**src/rtl/rirq_pkg.sv**
```systemverilog
package rirq_pkg;
    localparam int NSRC   = 7;
    localparam int B_UNDER = 0;
    localparam int B_SYNC  = 1;
    localparam int B_PAL   = 2;
    localparam int B_ACB   = 3;
    localparam int B_DONE  = 4;
    localparam int B_EOF0  = 5;
    localparam int B_EOF1  = 6;
    localparam logic [NSRC-1:0] RUN_STICKY = 7'b111_0011;
    localparam logic [NSRC-1:0] PAL_BIT    = 7'b000_0100;
    localparam logic [NSRC-1:0] ACB_BIT    = 7'b000_1000;
    localparam logic [1:0]      PAL_ONLY   = 2'd1;

    typedef enum logic [1:0] {
        ACB_IDLE  = 2'd0,
        ACB_COUNT = 2'd1,
        ACB_HOLD  = 2'd2
    } acb_state_e;
endpackage

```
**src/rtl/rirq_acb_fsm.sv**
```systemverilog
module rirq_acb_fsm
    import rirq_pkg::*;
#(
    parameter int CW = 8
) (
    input  logic          clk,
    input  logic          rst_n,
    input  logic          line_i,
    input  logic [CW-1:0] reload_i,
    input  logic          ack_i,
    output logic          hit_o
);
    localparam logic [CW-1:0] ONE = CW'(1);

    acb_state_e    state_q, state_n;
    logic [CW-1:0] cnt_q, cnt_n;
    logic          line_q;
    logic          edge_seen;
    logic          reload_nz;

    assign edge_seen = line_i ^ line_q;
    assign reload_nz = (reload_i != '0);

    always_ff @(posedge clk or negedge rst_n) begin
        if (!rst_n) begin
            state_q <= ACB_IDLE;
            cnt_q   <= '0;
            line_q  <= 1'b0;
        end else begin
            state_q <= state_n;
            cnt_q   <= cnt_n;
            line_q  <= line_i;
        end
    end

    always_comb begin
        hit_o = (state_q == ACB_COUNT) && reload_nz && edge_seen && (cnt_q == ONE);
    end

    always_comb begin
        state_n = state_q;
        cnt_n   = cnt_q;
        unique case (state_q)
            ACB_IDLE: begin
                if (reload_nz) begin
                    state_n = ACB_COUNT;
                    cnt_n   = reload_i;
                end
            end
            ACB_COUNT: begin
                if (!reload_nz) begin
                    state_n = ACB_IDLE;
                end else if (hit_o) begin
                    state_n = ACB_HOLD;
                    cnt_n   = reload_i;
                end else if (edge_seen) begin
                    cnt_n = cnt_q - ONE;
                end
            end
            ACB_HOLD: begin
                if (!reload_nz) begin
                    state_n = ACB_IDLE;
                end else if (ack_i) begin
                    state_n = ACB_COUNT;
                end
            end
            default: state_n = ACB_IDLE;
        endcase
    end

    AST_ZERO_RELOAD_IDLE: assert property (@(posedge clk) disable iff (!rst_n)
        (reload_i == '0) |=> (state_q == ACB_IDLE));
    AST_COUNT_NONZERO: assert property (@(posedge clk) disable iff (!rst_n)
        (state_q == ACB_COUNT) |-> (cnt_q != '0));
endmodule

```
**src/rtl/rirq_status_bank.sv**
```systemverilog
module rirq_status_bank #(
    parameter int N = 7
) (
    input  logic         clk,
    input  logic         rst_n,
    input  logic [N-1:0] set_i,
    input  logic [N-1:0] swclr_i,
    input  logic [N-1:0] forceclr_i,
    output logic [N-1:0] status_o
);
    for (genvar gi = 0; gi < N; gi++) begin : g_bit
        always_ff @(posedge clk or negedge rst_n) begin
            if (!rst_n) begin
                status_o[gi] <= 1'b0;
            end else if (forceclr_i[gi]) begin
                status_o[gi] <= 1'b0;
            end else if (set_i[gi]) begin
                status_o[gi] <= 1'b1;
            end else if (swclr_i[gi]) begin
                status_o[gi] <= 1'b0;
            end
        end
    end

    AST_SET_WINS: assert property (@(posedge clk) disable iff (!rst_n)
        (|(set_i & swclr_i & ~forceclr_i)) |=> (|status_o));
endmodule

```
**src/rtl/rirq_irq_combine.sv**
```systemverilog
module rirq_irq_combine #(
    parameter int N = 7
) (
    input  logic         clk,
    input  logic         rst_n,
    input  logic [N-1:0] status_i,
    input  logic [N-1:0] en_i,
    output logic         irq_o
);
    logic [N-1:0] masked;

    for (genvar gi = 0; gi < N; gi++) begin : g_mask
        assign masked[gi] = status_i[gi] & en_i[gi];
    end

    always_ff @(posedge clk or negedge rst_n) begin
        if (!rst_n) irq_o <= 1'b0;
        else        irq_o <= |masked;
    end
endmodule

```
**src/rtl/rast_irq_unit.sv**
```systemverilog
module rast_irq_unit
    import rirq_pkg::*;
#(
    parameter int CW = 8
) (
    input  logic               clk,
    input  logic               rst_n,
    input  logic               raster_en,
    input  logic [1:0]         pal_mode,
    input  logic               ev_underrun,
    input  logic               ev_sync_lost,
    input  logic               ev_pal_done,
    input  logic               ev_frame_done,
    input  logic               ev_eof0,
    input  logic               ev_eof1,
    input  logic               acb_line,
    input  logic [CW-1:0]      acb_reload,
    input  logic               wr_en,
    input  logic [NSRC-1:0]    wr_data,
    input  logic [NSRC-1:0]    irq_en,
    output logic [NSRC-1:0]    status,
    output logic               irq
);
    logic            acb_hit;
    logic            pal_only;
    logic [NSRC-1:0] set_vec;
    logic [NSRC-1:0] sw_mask;
    logic [NSRC-1:0] swclr;
    logic [NSRC-1:0] dis_clr;

    assign pal_only = (pal_mode == PAL_ONLY);

    always_comb begin
        set_vec          = '0;
        set_vec[B_UNDER] = ev_underrun;
        set_vec[B_SYNC]  = ev_sync_lost;
        set_vec[B_PAL]   = ev_pal_done;
        set_vec[B_ACB]   = acb_hit;
        set_vec[B_DONE]  = ev_frame_done;
        set_vec[B_EOF0]  = ev_eof0;
        set_vec[B_EOF1]  = ev_eof1;
        sw_mask = ACB_BIT | (pal_only ? '0 : PAL_BIT);
        swclr   = wr_en ? (~wr_data & sw_mask) : '0;
        dis_clr = raster_en ? '0 : (RUN_STICKY | (pal_only ? PAL_BIT : '0));
    end

    rirq_acb_fsm #(.CW(CW)) acb_i (
        .clk      (clk),
        .rst_n    (rst_n),
        .line_i   (acb_line),
        .reload_i (acb_reload),
        .ack_i    (!status[B_ACB]),
        .hit_o    (acb_hit)
    );

    rirq_status_bank #(.N(NSRC)) bank_i (
        .clk        (clk),
        .rst_n      (rst_n),
        .set_i      (set_vec),
        .swclr_i    (swclr),
        .forceclr_i (dis_clr),
        .status_o   (status)
    );

    rirq_irq_combine #(.N(NSRC)) comb_i (
        .clk      (clk),
        .rst_n    (rst_n),
        .status_i (status),
        .en_i     (irq_en),
        .irq_o    (irq)
    );

    AST_UNDER_SYNC_HELD: assert property (@(posedge clk) disable iff (!rst_n)
        (raster_en && (|status[B_SYNC:B_UNDER])) |=> (|status[B_SYNC:B_UNDER]));
    AST_FRAME_BITS_HELD: assert property (@(posedge clk) disable iff (!rst_n)
        (raster_en && status[B_DONE]) |=> status[B_DONE]);
    AST_PAL_ONLY_HELD: assert property (@(posedge clk) disable iff (!rst_n)
        (raster_en && (pal_mode == PAL_ONLY) && status[B_PAL]) |=> status[B_PAL]);
    AST_PAL_PULSE_SETS: assert property (@(posedge clk) disable iff (!rst_n)
        (ev_pal_done && !(!raster_en && pal_mode == PAL_ONLY)) |=> status[B_PAL]);
    AST_HIT_SETS_ACB: assert property (@(posedge clk) disable iff (!rst_n)
        acb_hit |=> status[B_ACB]);
    AST_DISABLED_EMPTY: assert property (@(posedge clk) disable iff (!rst_n)
        !raster_en |=> ((status[B_SYNC:B_UNDER] == '0) && (status[B_EOF1:B_DONE] == '0)));
    AST_IRQ_QUIET: assert property (@(posedge clk) disable iff (!rst_n)
        ((status & irq_en) == '0) |=> !irq);
endmodule

```
**config.mk**
```make
export PLATFORM = sky130hd
export DESIGN_NAME = rast_irq_unit
export DESIGN_NICKNAME = d
export VERILOG_FILES = /design/src/rtl/rirq_pkg.sv /design/src/rtl/rirq_acb_fsm.sv /design/src/rtl/rirq_status_bank.sv /design/src/rtl/rirq_irq_combine.sv /design/src/rtl/rast_irq_unit.sv
export SDC_FILE = /design/constraint.sdc
export NUM_CORES = 1
export LEC_CHECK = 0
export BUFFER_PORTS_ARGS = -buffer_cell sky130_fd_sc_hd__buf_4
export CAP_MARGIN = 25
export CORE_MARGIN = 2
export CORE_UTILIZATION = 45
export DETAILED_ROUTE_END_ITERATION = 8
export MAX_ROUTING_LAYER = met4
export PLACE_DENSITY = 0.71
export SETUP_SLACK_MARGIN = 0.4
export SLEW_MARGIN = 0
export SYNTH_ARGS = -nofsm -noshare
export SYNTH_HDL_FRONTEND = slang
export SYNTH_SLANG_ARGS = --single-unit
export TNS_END_PERCENT = 20
```
**constraint.sdc**
```tcl
create_clock -name clk -period 2.4 [get_ports clk]
set_input_delay 0.36 -clock clk [delete_from_list [all_inputs] [get_ports clk]]
set_output_delay 0.36 -clock clk [all_outputs]
set_load 0.1 [all_outputs]
```
==> run metrics <==
Top FF cell, synth=dfrtp_1; Root Driver=clkbuf_4; Post-CTS Repair Setup Buffers=0; final cell count without fillers=about 180; Mapped Cells=about 110; Clock Path Buffers=2; status=finished clean; H-tree depth=1; final period utilization=0.727; worst hold margin=209 ps; Req. time, crit path=2610 ps; initial antenna violation count=0; grt ovf=0; WHS Endpoint=acb_i.line_q; worst hold start=acb_line; CP arrival=1950 ps; Sw Ratio=0.411; Post-Syn Area=0.00107 sq mm; worst-margin pin slew=between 300 and 400 ps; final core utilization=0.634; syn_nets=143; Inserted Clock Buffers=3; routed wire length=2440 um; r2r worst-path depth=7; fillcell total=approximately 190; dpl hpwl=1920 um; GRT Total Usage=0.207; placed instance count=170; fmax=573 MHz; P_int=660 uW; DRC=0; crit path kind=reg2reg; Reg2Reg Setup Slack=660 ps; crit end category=flop; Slew HR=0.752; final setup TNS=0 ps; most frequent cells in the layout=buf_4, dfrtp_1, a21oi_1; Seq/Total Area, Yosys=0.443; Reg power frac=0.446; Comb pwr share=0.416; antenna-violating nets left=0; Die Span Y=52.8 um; CTS tree=yes; number of synthesized flops with an enable pin=0; register bit total from synthesis=19; maximum VDD drop=around 0.57 mV; drt pass-1 iters=4; Sw Pwr=462 uW; IO Port Bufs=37; DP Worst Slack=655 ps; Worst Hold Class=in2reg; TritonCTS sink count=19; RSZ-0062 raised after global routing=no; wire per inst=13.9 um; Clock Power Share=0.137; clk_lat worst skew=290 ps; die width=52.8 um; core area=0.00223 sq mm; Final nets=between 150 and 200; Initial Utilization=0.481; Hold Vio Cnt, Final=0; skew final=~1.2 ps; maxcap violations=0; reg2reg start=acb_i.cnt_q[1]; Final Max Tran Viols=0; ANT cells=0; Power per Cell Area=793 mW/mm^2; pin count of the biggest net entering global routing=20; global-route wire length before repair=4110 um; area grow syn2layout=31.8%; Critical R2R Capture=acb_i.cnt_q[7]; highest fanout seen on the critical path=9; LEAKAGE=between 0.6 and 0.7 nW; layout cell share with drive strength beyond 1=0.361; Mapped Avg Cell Area=just over 10 sq um; CTS clk-pin slew, worst paths=approximately 100 ps; final worst setup slack=656 ps; final setup fails=0; Row Count=17; synth unique cells=38; # IOs=between 40 and 50; FFs w/ async S/R, synth=1.00; startpoint types=flop; Iter 0 DRT Violations=10; number of global-route vias before repair=946; Yosys warnings=0; Via Count=952; hold path cells=1; most common cell after layout, fill and taps aside=buf_4; Die ar.=0.00279 sq mm; post-layout min period=between 1500 and 2000 ps; GPL Wtd Cong=0.888; vias per std cell=between 5 and 6
==> worst max-delay path by stage <==
stage / startpoint / end / slack, ps / cells after the start
after floorplan: acb_i.cnt_q[0] / acb_i.cnt_q[0] / 850 / 6
after global placement: acb_reload[2] / acb_i.cnt_q[0] / 680 / 6
after detailed placement: acb_reload[2] / acb_i.cnt_q[0] / 650 / 6
after CTS: acb_i.cnt_q[0] / acb_i.cnt_q[0] / 660 / 6
after global routing: acb_i.cnt_q[1] / acb_i.cnt_q[7] / 520 / 7
final: acb_i.cnt_q[1] / acb_i.cnt_q[7] / 660 / 7
==> critical path, stage by stage, from the launching register on <==
cell and delay (ps):
dfrtp_1 420, inv_1 110, ha_1 140, nor2b_1 240, and4_4 300, a21oi_4 100
a21oi_1 140, a2bb2oi_1 200
==> synth_stat cells, types with 2 or more instances <==
| cell type | instances | area, sq um |
|---|---|---|
| nand3b_1 | 4 | 30.0 |
| nand2_1 | 8 | 30.0 |
| a22oi_1 | 2 | 15.0 |
| o21ai_1 | 3 | 15.0 |
| inv_1 | 4 | 15.0 |
| a31oi_1 | 2 | 12.5 |
| nor2_1 | 5 | 18.8 |
| nand3_1 | 4 | 20.0 |
| dfrtp_1 | 19 | 475 |
| nor4_2 | 2 | 25.0 |
| nor2b_1 | 4 | 25.0 |
| a2bb2oi_1 | 4 | 35.0 |
| nand2b_1 | 2 | 12.5 |
| ha_1 | 2 | 25.0 |
| o21a_1 | 6 | 45.0 |
| a21oi_1 | 9 | 45.0 |
| o21ai_0 | 5 | 25.0 |
==> final cells by class <==
| type | instances | area [sq um] | area share |
|---|---|---|---|
| Multi-Input combinational cell | 82 | 576 | 0.407 |
| Sequential cell | 19 | 475 | 0.336 |
| Timing Repair Buffer | 38 | 288 | 0.203 |
| Tap cell | 28 | 35.0 | 0.0248 |
| Clock buffer | 4 | 26.3 | 0.0186 |
| Inverter | 4 | 15.0 | 0.0106 |
==> state kept, by name, indices dropped and copies added (netlist names) <==
register and count:
acb_i.state_q 2, acb_i.line_q 1, comb_i.irq_o 1, acb_i.cnt_q 8
bank_i.status_o 7
==> power groups by stage <==
stage	clock network, mW	registers [mW]	logic, mW
4_1_cts	0.163	0.499	0.467
3_5_place_dp	0	0.505	0.465
3_3_place_gp	0	0.502	0.454
5_1_grt	0.176	0.514	0.513
6_report	0.154	0.501	0.467
2_1_floorplan	0	0.563	0.266
==> logic make-up (layout without fill, tap and decap cells) <==
kind of cell | Yosys count | in the layout | share of synthesized area
xor gates and xnor gates | 2 | 2 | 0.0233
DFF | 19 | 19 | 0.443
AOI/OAI and AO/OA | 39 | 39 | 0.259
buffers and inverters | 5 | 46 | 0.0210
and+or+nand+nor | 39 | 39 | 0.231
adders and majority gates | 2 | 2 | 0.0233
==> per-layer routing <==
layer | wire, um | share of wire | vias up | global-route usage
li1 | - | - | 481 | -
met1 | 1060 | 0.44 | 444 | 0.253
met2 | 1250 | 0.51 | 25 | 0.346
met3 | 114 | 0.047 | 2 | 0.0600
met4 | 14 | 0.0057 | 0 | 0.0342
met5 | 0 | 0 | - | -
==> timing repair <==
action                    4_1_cts  5_1_grt
hold endpoints to repair       19        0
hold buffers                    1        0
gates resized for setup         0        0
==> stage by stage <==
stage / cell area [sq um] / power (mW)
after floorplan: 1070 / 0.830
after global placement: 1380 / 0.956
after detailed placement: 1380 / 0.970
after CTS: 1420 / 1.13
after global routing: 1420 / 1.20
final: 1420 / 1.12
Note: power is estimated with default switching activity, not from simulation.
